## config.mk

```make
export PLATFORM = sky130hd
export DESIGN_NAME = mac_slice
export DESIGN_NICKNAME = d
export VERILOG_FILES = /design/src/rtl/mac_slice_pkg.sv /design/src/rtl/mac_mult.sv /design/src/rtl/mac_pair_add.sv /design/src/rtl/mac_acc_stage.sv /design/src/rtl/mac_slice.sv
export SDC_FILE = /design/constraint.sdc
export NUM_CORES = 2
export LEC_CHECK = 0
export BUFFER_PORTS_ARGS = -buffer_cell sky130_fd_sc_hd__buf_2
export CAP_MARGIN = 20
export CORE_AREA = 2 2 370 372
export DETAILED_ROUTE_END_ITERATION = 10
export DIE_AREA = 0 0 372 374
export GPL_TIMING_DRIVEN = 0
export PLACE_DENSITY = 0.66
export SLEW_MARGIN = 15
export SYNTH_ARGS = -nofsm -noshare
export SYNTH_HDL_FRONTEND = slang
export SYNTH_SLANG_ARGS = --single-unit
```

## constraint.sdc

```tcl
create_clock -name clk_i -period 18.1 [get_ports clk_i]
set_clock_uncertainty 0.15 [all_clocks]
set_input_delay 0.905 -clock clk_i [delete_from_list [all_inputs] [get_ports clk_i]]
set_output_delay 0.905 -clock clk_i [all_outputs]
set_load 0.05 [all_outputs]
```

## src/rtl/mac_slice_pkg.sv

```systemverilog
package mac_slice_pkg;
  typedef enum logic [1:0] {
    MODE_SUM4  = 2'd0,
    MODE_ACCUM = 2'd1,
    MODE_CHAIN = 2'd2
  } acc_mode_e;
endpackage

```

## src/rtl/mac_mult.sv

```systemverilog
module mac_mult #(
  parameter int A_W   = 18,
  parameter int B_W   = 18,
  parameter int OUT_W = 44
) (
  input  logic [A_W-1:0]   a_i,
  input  logic [B_W-1:0]   b_i,
  input  logic             signa_i,
  input  logic             signb_i,
  output logic [OUT_W-1:0] p_o
);
  localparam int PW = A_W + B_W + 2;

  logic signed [A_W:0]  a_x;
  logic signed [B_W:0]  b_x;
  logic signed [PW-1:0] prod;

  // one guard bit per operand: zero for unsigned, sign copy for signed
  assign a_x  = {signa_i & a_i[A_W-1], a_i};
  assign b_x  = {signb_i & b_i[B_W-1], b_i};
  assign prod = a_x * b_x;
  assign p_o  = {{(OUT_W-PW){prod[PW-1]}}, prod};
endmodule

```

## src/rtl/mac_pair_add.sv

```systemverilog
module mac_pair_add #(
  parameter int W   = 44,
  parameter bit SUB = 1'b0
) (
  input  logic [W-1:0] x_i,
  input  logic [W-1:0] y_i,
  output logic [W-1:0] s_o
);
  if (SUB) begin : g_sub
    assign s_o = x_i - y_i;
  end else begin : g_add
    assign s_o = x_i + y_i;
  end
endmodule

```

## src/rtl/mac_acc_stage.sv

```systemverilog
module mac_acc_stage
  import mac_slice_pkg::*;
#(
  parameter int        W    = 44,
  parameter acc_mode_e MODE = MODE_SUM4
) (
  input  logic         clk_i,
  input  logic         rst_ni,
  input  logic         valid_i,
  input  logic         clr_i,
  input  logic [W-1:0] sum_i,
  input  logic [W-1:0] chain_i,
  output logic [W-1:0] res_o,
  output logic         valid_o
);
  logic [W-1:0] res_q;
  logic [W-1:0] res_d;

  always_comb begin
    case (MODE)
      MODE_ACCUM: res_d = clr_i ? sum_i : res_q + sum_i;
      MODE_CHAIN: res_d = sum_i + chain_i;
      default:    res_d = sum_i;
    endcase
  end

  always_ff @(posedge clk_i or negedge rst_ni) begin
    if (!rst_ni) begin
      res_q   <= '0;
      valid_o <= 1'b0;
    end else begin
      valid_o <= valid_i;
      if (valid_i) res_q <= res_d;
    end
  end

  assign res_o = res_q;
endmodule

```

## src/rtl/mac_slice.sv

```systemverilog
module mac_slice
  import mac_slice_pkg::*;
#(
  parameter int               A_W      = 18,
  parameter int               B_W      = 18,
  parameter int               N_MUL    = 4,
  parameter int               ACC_W    = 44,
  parameter bit               PIPE_EN  = 1'b1,
  parameter logic [N_MUL/2-1:0] SUB_MASK = '0,
  parameter acc_mode_e        MODE     = MODE_SUM4
) (
  input  logic                 clk_i,
  input  logic                 rst_ni,
  input  logic                 valid_i,
  input  logic [N_MUL*A_W-1:0] a_i,
  input  logic [N_MUL*B_W-1:0] b_i,
  input  logic                 signa_i,
  input  logic                 signb_i,
  input  logic                 clr_i,
  input  logic [ACC_W-1:0]     chain_i,
  output logic [ACC_W-1:0]     result_o,
  output logic [ACC_W-1:0]     chain_o,
  output logic                 valid_o
);
  localparam int N_PAIR = N_MUL / 2;

  // input register stage
  logic [N_MUL*A_W-1:0] a_q;
  logic [N_MUL*B_W-1:0] b_q;
  logic                 sa_q, sb_q, clr_q, v_q;
  logic [ACC_W-1:0]     chain_q;

  always_ff @(posedge clk_i or negedge rst_ni) begin
    if (!rst_ni) begin
      a_q     <= '0;
      b_q     <= '0;
      sa_q    <= 1'b0;
      sb_q    <= 1'b0;
      clr_q   <= 1'b0;
      v_q     <= 1'b0;
      chain_q <= '0;
    end else begin
      v_q <= valid_i;
      if (valid_i) begin
        a_q     <= a_i;
        b_q     <= b_i;
        sa_q    <= signa_i;
        sb_q    <= signb_i;
        clr_q   <= clr_i;
        chain_q <= chain_i;
      end
    end
  end

  // multipliers and first-stage adders
  logic [ACC_W-1:0] prod   [N_MUL];
  logic [ACC_W-1:0] part_1 [N_PAIR];

  for (genvar k = 0; k < N_MUL; k++) begin : g_mul
    mac_mult #(.A_W(A_W), .B_W(B_W), .OUT_W(ACC_W)) u_mul (
      .a_i     (a_q[k*A_W +: A_W]),
      .b_i     (b_q[k*B_W +: B_W]),
      .signa_i (sa_q),
      .signb_i (sb_q),
      .p_o     (prod[k])
    );
  end

  for (genvar j = 0; j < N_PAIR; j++) begin : g_pair
    mac_pair_add #(.W(ACC_W), .SUB(SUB_MASK[j])) u_add (
      .x_i (prod[2*j]),
      .y_i (prod[2*j+1]),
      .s_o (part_1[j])
    );
  end

  // optional pipeline stage between first and second adders
  logic [ACC_W-1:0] part_2 [N_PAIR];
  logic [ACC_W-1:0] chain_2;
  logic             v_2, clr_2;

  if (PIPE_EN) begin : g_pipe
    always_ff @(posedge clk_i or negedge rst_ni) begin
      if (!rst_ni) begin
        for (int j = 0; j < N_PAIR; j++) part_2[j] <= '0;
        chain_2 <= '0;
        v_2     <= 1'b0;
        clr_2   <= 1'b0;
      end else begin
        v_2 <= v_q;
        if (v_q) begin
          for (int j = 0; j < N_PAIR; j++) part_2[j] <= part_1[j];
          chain_2 <= chain_q;
          clr_2   <= clr_q;
        end
      end
    end
  end else begin : g_nopipe
    always_comb begin
      for (int j = 0; j < N_PAIR; j++) part_2[j] = part_1[j];
    end
    assign chain_2 = chain_q;
    assign v_2     = v_q;
    assign clr_2   = clr_q;
  end

  // second-stage adder
  logic [ACC_W-1:0] sum_2;

  always_comb begin
    sum_2 = '0;
    for (int j = 0; j < N_PAIR; j++) sum_2 = sum_2 + part_2[j];
  end

  mac_acc_stage #(.W(ACC_W), .MODE(MODE)) u_acc (
    .clk_i   (clk_i),
    .rst_ni  (rst_ni),
    .valid_i (v_2),
    .clr_i   (clr_2),
    .sum_i   (sum_2),
    .chain_i (chain_2),
    .res_o   (result_o),
    .valid_o (valid_o)
  );

  assign chain_o = result_o;
endmodule

```

==> metrics.txt <==
Post-Synth XOR/XNOR Area 1.37%; core area 0.135 mm^2; max-slew violations 0; CTS sink cnt 271; Detail Placement HPWL 175 mm; post-synthesis compound-gate area fraction 4.00%; Initial DRC Count 4,004; Area Overhead vs Synth 7.29%; vias in the first global route 51.8k; final net count 9,459; GRT Util Overall 30.3%; routed via count 48.8k; final cycle utilization of the critical path 55.3%; clock latency on the worst-skew pair 630 ps; initial antenna violation count 19; initial core utilization 49.9%; Num CTS Buffers 37; I/O pin count 283; largest net degree at the start of global routing 95; slew margin rel. 28.1%; Syn Nets 9,175; Total Die Area 0.139 mm^2; Mean Syn Cell Area 9.69 um^2; post-CTS setup buffer count 0; Synth cell types 80; CTS tree built; Mapped Area 0.0673 mm^2; Gate Count Post-Synth 6,949; Final Hold Vio Count 0; mux share of post-synthesis cell area 3.43%; H-tree levels 2; share of cells above drive strength 1 8.50%; final setup TNS 0 ps; Root Buffer clkbuf_16; Vias/cell 5.39; Final Wtd Congestion 0.953; HP Class in2reg; Yosys warnings 0; max-cap violations 0; clk slew on worst S/H paths 70 ps; Chip Width 372 um; status complete, no violations; Die Span Y 374 um; adder-cell area share of the yosys netlist 56.2%; register area share after synthesis 10.1%; Crit path arrival time 10,310 ps; FP Rows 135; Max Clock Freq 99.9 MHz; Residual DRC 0; critical path startpoint category register; WL final 202 mm; Routed Antenna Nets 0; Worst-Margin Slew 1080 ps; largest family of logic cells by synthesized area adder cells; I/O Buffers 237; Clock Path Buffers 3; WP data required 18,390 ps; # setup viols final 0; RSZ-0062 raised after global routing no; Post-synth EDFFs 0; gr ovfl total 0; Synth Flop Type dfrtp_1; WS Path Type reg2reg; WL per Instance 22.3 um; Synth async-reset ratio 100%; Critical Path End Type register; fin crit period 10,010 ps; CP Max Fanout 12; DRT Pass-1 Iters 6; simple-gate share of the synthesized area 12.6%; Synth Register Bits 271; first-pass GRT wire length 313 mm
per-layer routing:
| metal | GRT usage [%] | vias to the layer above | routed length, um |
|---|---|---|---|
| li1 | - | 20787 | - |
| met2 | 45.1 | 2131 | 88500 |
| met3 | 7.20 | 301 | 20500 |
| met4 | 8.89 | 2 | 6760 |
| met1 | 44.1 | 25573 | 86100 |
| met5 | 0 | - | 7 |
area by class of cell:
class                   instances  area, um^2
clock inverters                20         277
multi-input cells            4505       52200
clock buffers                  48        1040
well taps                    1781        2230
diodes                          9        22.5
flip-flops and latches        271        6780
inverters                    1770        6640
fillers                     12282       62700
plain buffers                 403        1700
repair buffers                245        1340
sequential cells by signal, indices dropped and copies added (netlist names):
name	cells
sa_q	1
v_2	1
a_q	72
u_acc.res_o	44
v_q	1
u_acc.valid_o	1
sb_q	1
b_q	72
part_2	78
cells by family (layout without fill, tap and decap cells):
kind of cell	Yosys count	after routing
AOI/OAI and AO/OA	390	390
xor gates and xnor gates	105	105
adders and majority gates	2032	2032
buffers and inverters	2173	2486
DFF	271	271
muxes	205	205
other	0	9
and+or+nand+nor	1773	1773
worst paths after layout:
| kind | slack (ps) | cells after the start | to | from |
|---|---|---|---|---|
| min reg2reg | 340 | 1 | part_2[50]$_DFFE_PN0P_ | part_2[50]$_DFFE_PN0P_ |
| min in group asynchronous | 560 | 2 | b_q[37]$_DFFE_PN0P_ | rst_ni |
| max reg2reg | 8090 | 23 | part_2[80]$_DFFE_PN0P_ | sa_q$_DFFE_PN0P_ |
| max in group asynchronous | 15950 | 4 | a_q[23]$_DFFE_PN0P_ | rst_ni |
| min | 310 | 1 | v_q$_DFF_PN0_ | valid_i |
| max | 8090 | 23 | part_2[80]$_DFFE_PN0P_ | sa_q$_DFFE_PN0P_ |
synth_stat cells, types with 22 or more instances:
| library cell | number | area (um^2) |
|---|---|---|
| inv_1 | 1769 | 6640 |
| fa_1 | 1651 | 33100 |
| nand2_1 | 934 | 3510 |
| and2_1 | 514 | 3220 |
| ha_1 | 381 | 4770 |
| clkbuf_1 | 351 | 1320 |
| dfrtp_1 | 271 | 6780 |
| mux2_2 | 203 | 2290 |
| nor2_1 | 120 | 450 |
| a21oi_1 | 96 | 480 |
| xnor2_1 | 83 | 727 |
| o21ai_0 | 57 | 285 |
| buf_4 | 44 | 330 |
| a21o_1 | 38 | 285 |
| and3_1 | 38 | 238 |
| or2_2 | 30 | 188 |
| a211oi_1 | 27 | 203 |
| nand3_1 | 25 | 125 |
| nor3_1 | 23 | 115 |
| o21a_1 | 23 | 173 |
| xor2_1 | 22 | 193 |
through the flow:
stage / instance area [um^2] / cells / setup slack [ps] / util (%) / hold slack, ps
finish: 72200 / 9052 / 8090 / 53.5 / 311
global route: 72200 / 9043 / 7800 / 53.5 / 295
global placement: 70700 / 8967 / 8480 / 52.4 / 319
detailed placement: 70900 / 8973 / 8390 / 52.5 / 332
CTS: 72200 / 9042 / 8310 / 53.5 / 270
floorplan: 67300 / 6949 / 10220 / - / 202
critical path: stages, from the launching register on:
cell and delay, ps:
dfrtp_1 630, and2_1 190, clkbuf_1 430, clkbuf_1 460, nand2_1 190, fa_1 630
fa_1 1040, inv_1 340, fa_1 480, fa_1 520, fa_1 630, fa_1 450
fa_1 490, inv_1 70, fa_1 490, inv_1 60, ha_1 440, and4_1 310
nand4_1 240, a211oi_1 640, o2111ai_1 240, a21oi_1 170, nor3b_1 60, o41ai_1 470
what timing repair did:
item	CTS	global route
endpoints found under the hold margin	22	0
resized for setup	0	0
hold buffers	1	0
setup endpoints to repair	0	0
cell usage in the layout (no fill, tap or decap), types with 7 or more instances in the layout:
cell type / instances
o211ai_1: 19
nor3_1: 23
or3_1: 12
mux2_2: 203
dfrtp_1: 271
clkbuf_16: 37
ha_1: 381
a21o_1: 38
xnor2_1: 83
nand2b_1: 12
nand3b_1: 9
o21a_1: 23
o21ai_0: 57
a21oi_1: 96
buf_4: 45
o2111ai_1: 14
nand2_1: 934
or2_2: 30
nor2b_1: 11
inv_1: 1769
and3_1: 38
buf_2: 240
nor3b_1: 8
o21bai_1: 15
nor2_1: 120
clkbuf_8: 7
clkbuf_1: 352
xor2_1: 22
fa_1: 1651
a211oi_1: 27
o31ai_1: 16
nand3_1: 25
diode_2: 9
a31oi_1: 11
and2_1: 514
nand4_1: 15
Power is not shown: default switching activity piles up to over one toggle a cycle in this logic, so the estimate is an artifact.
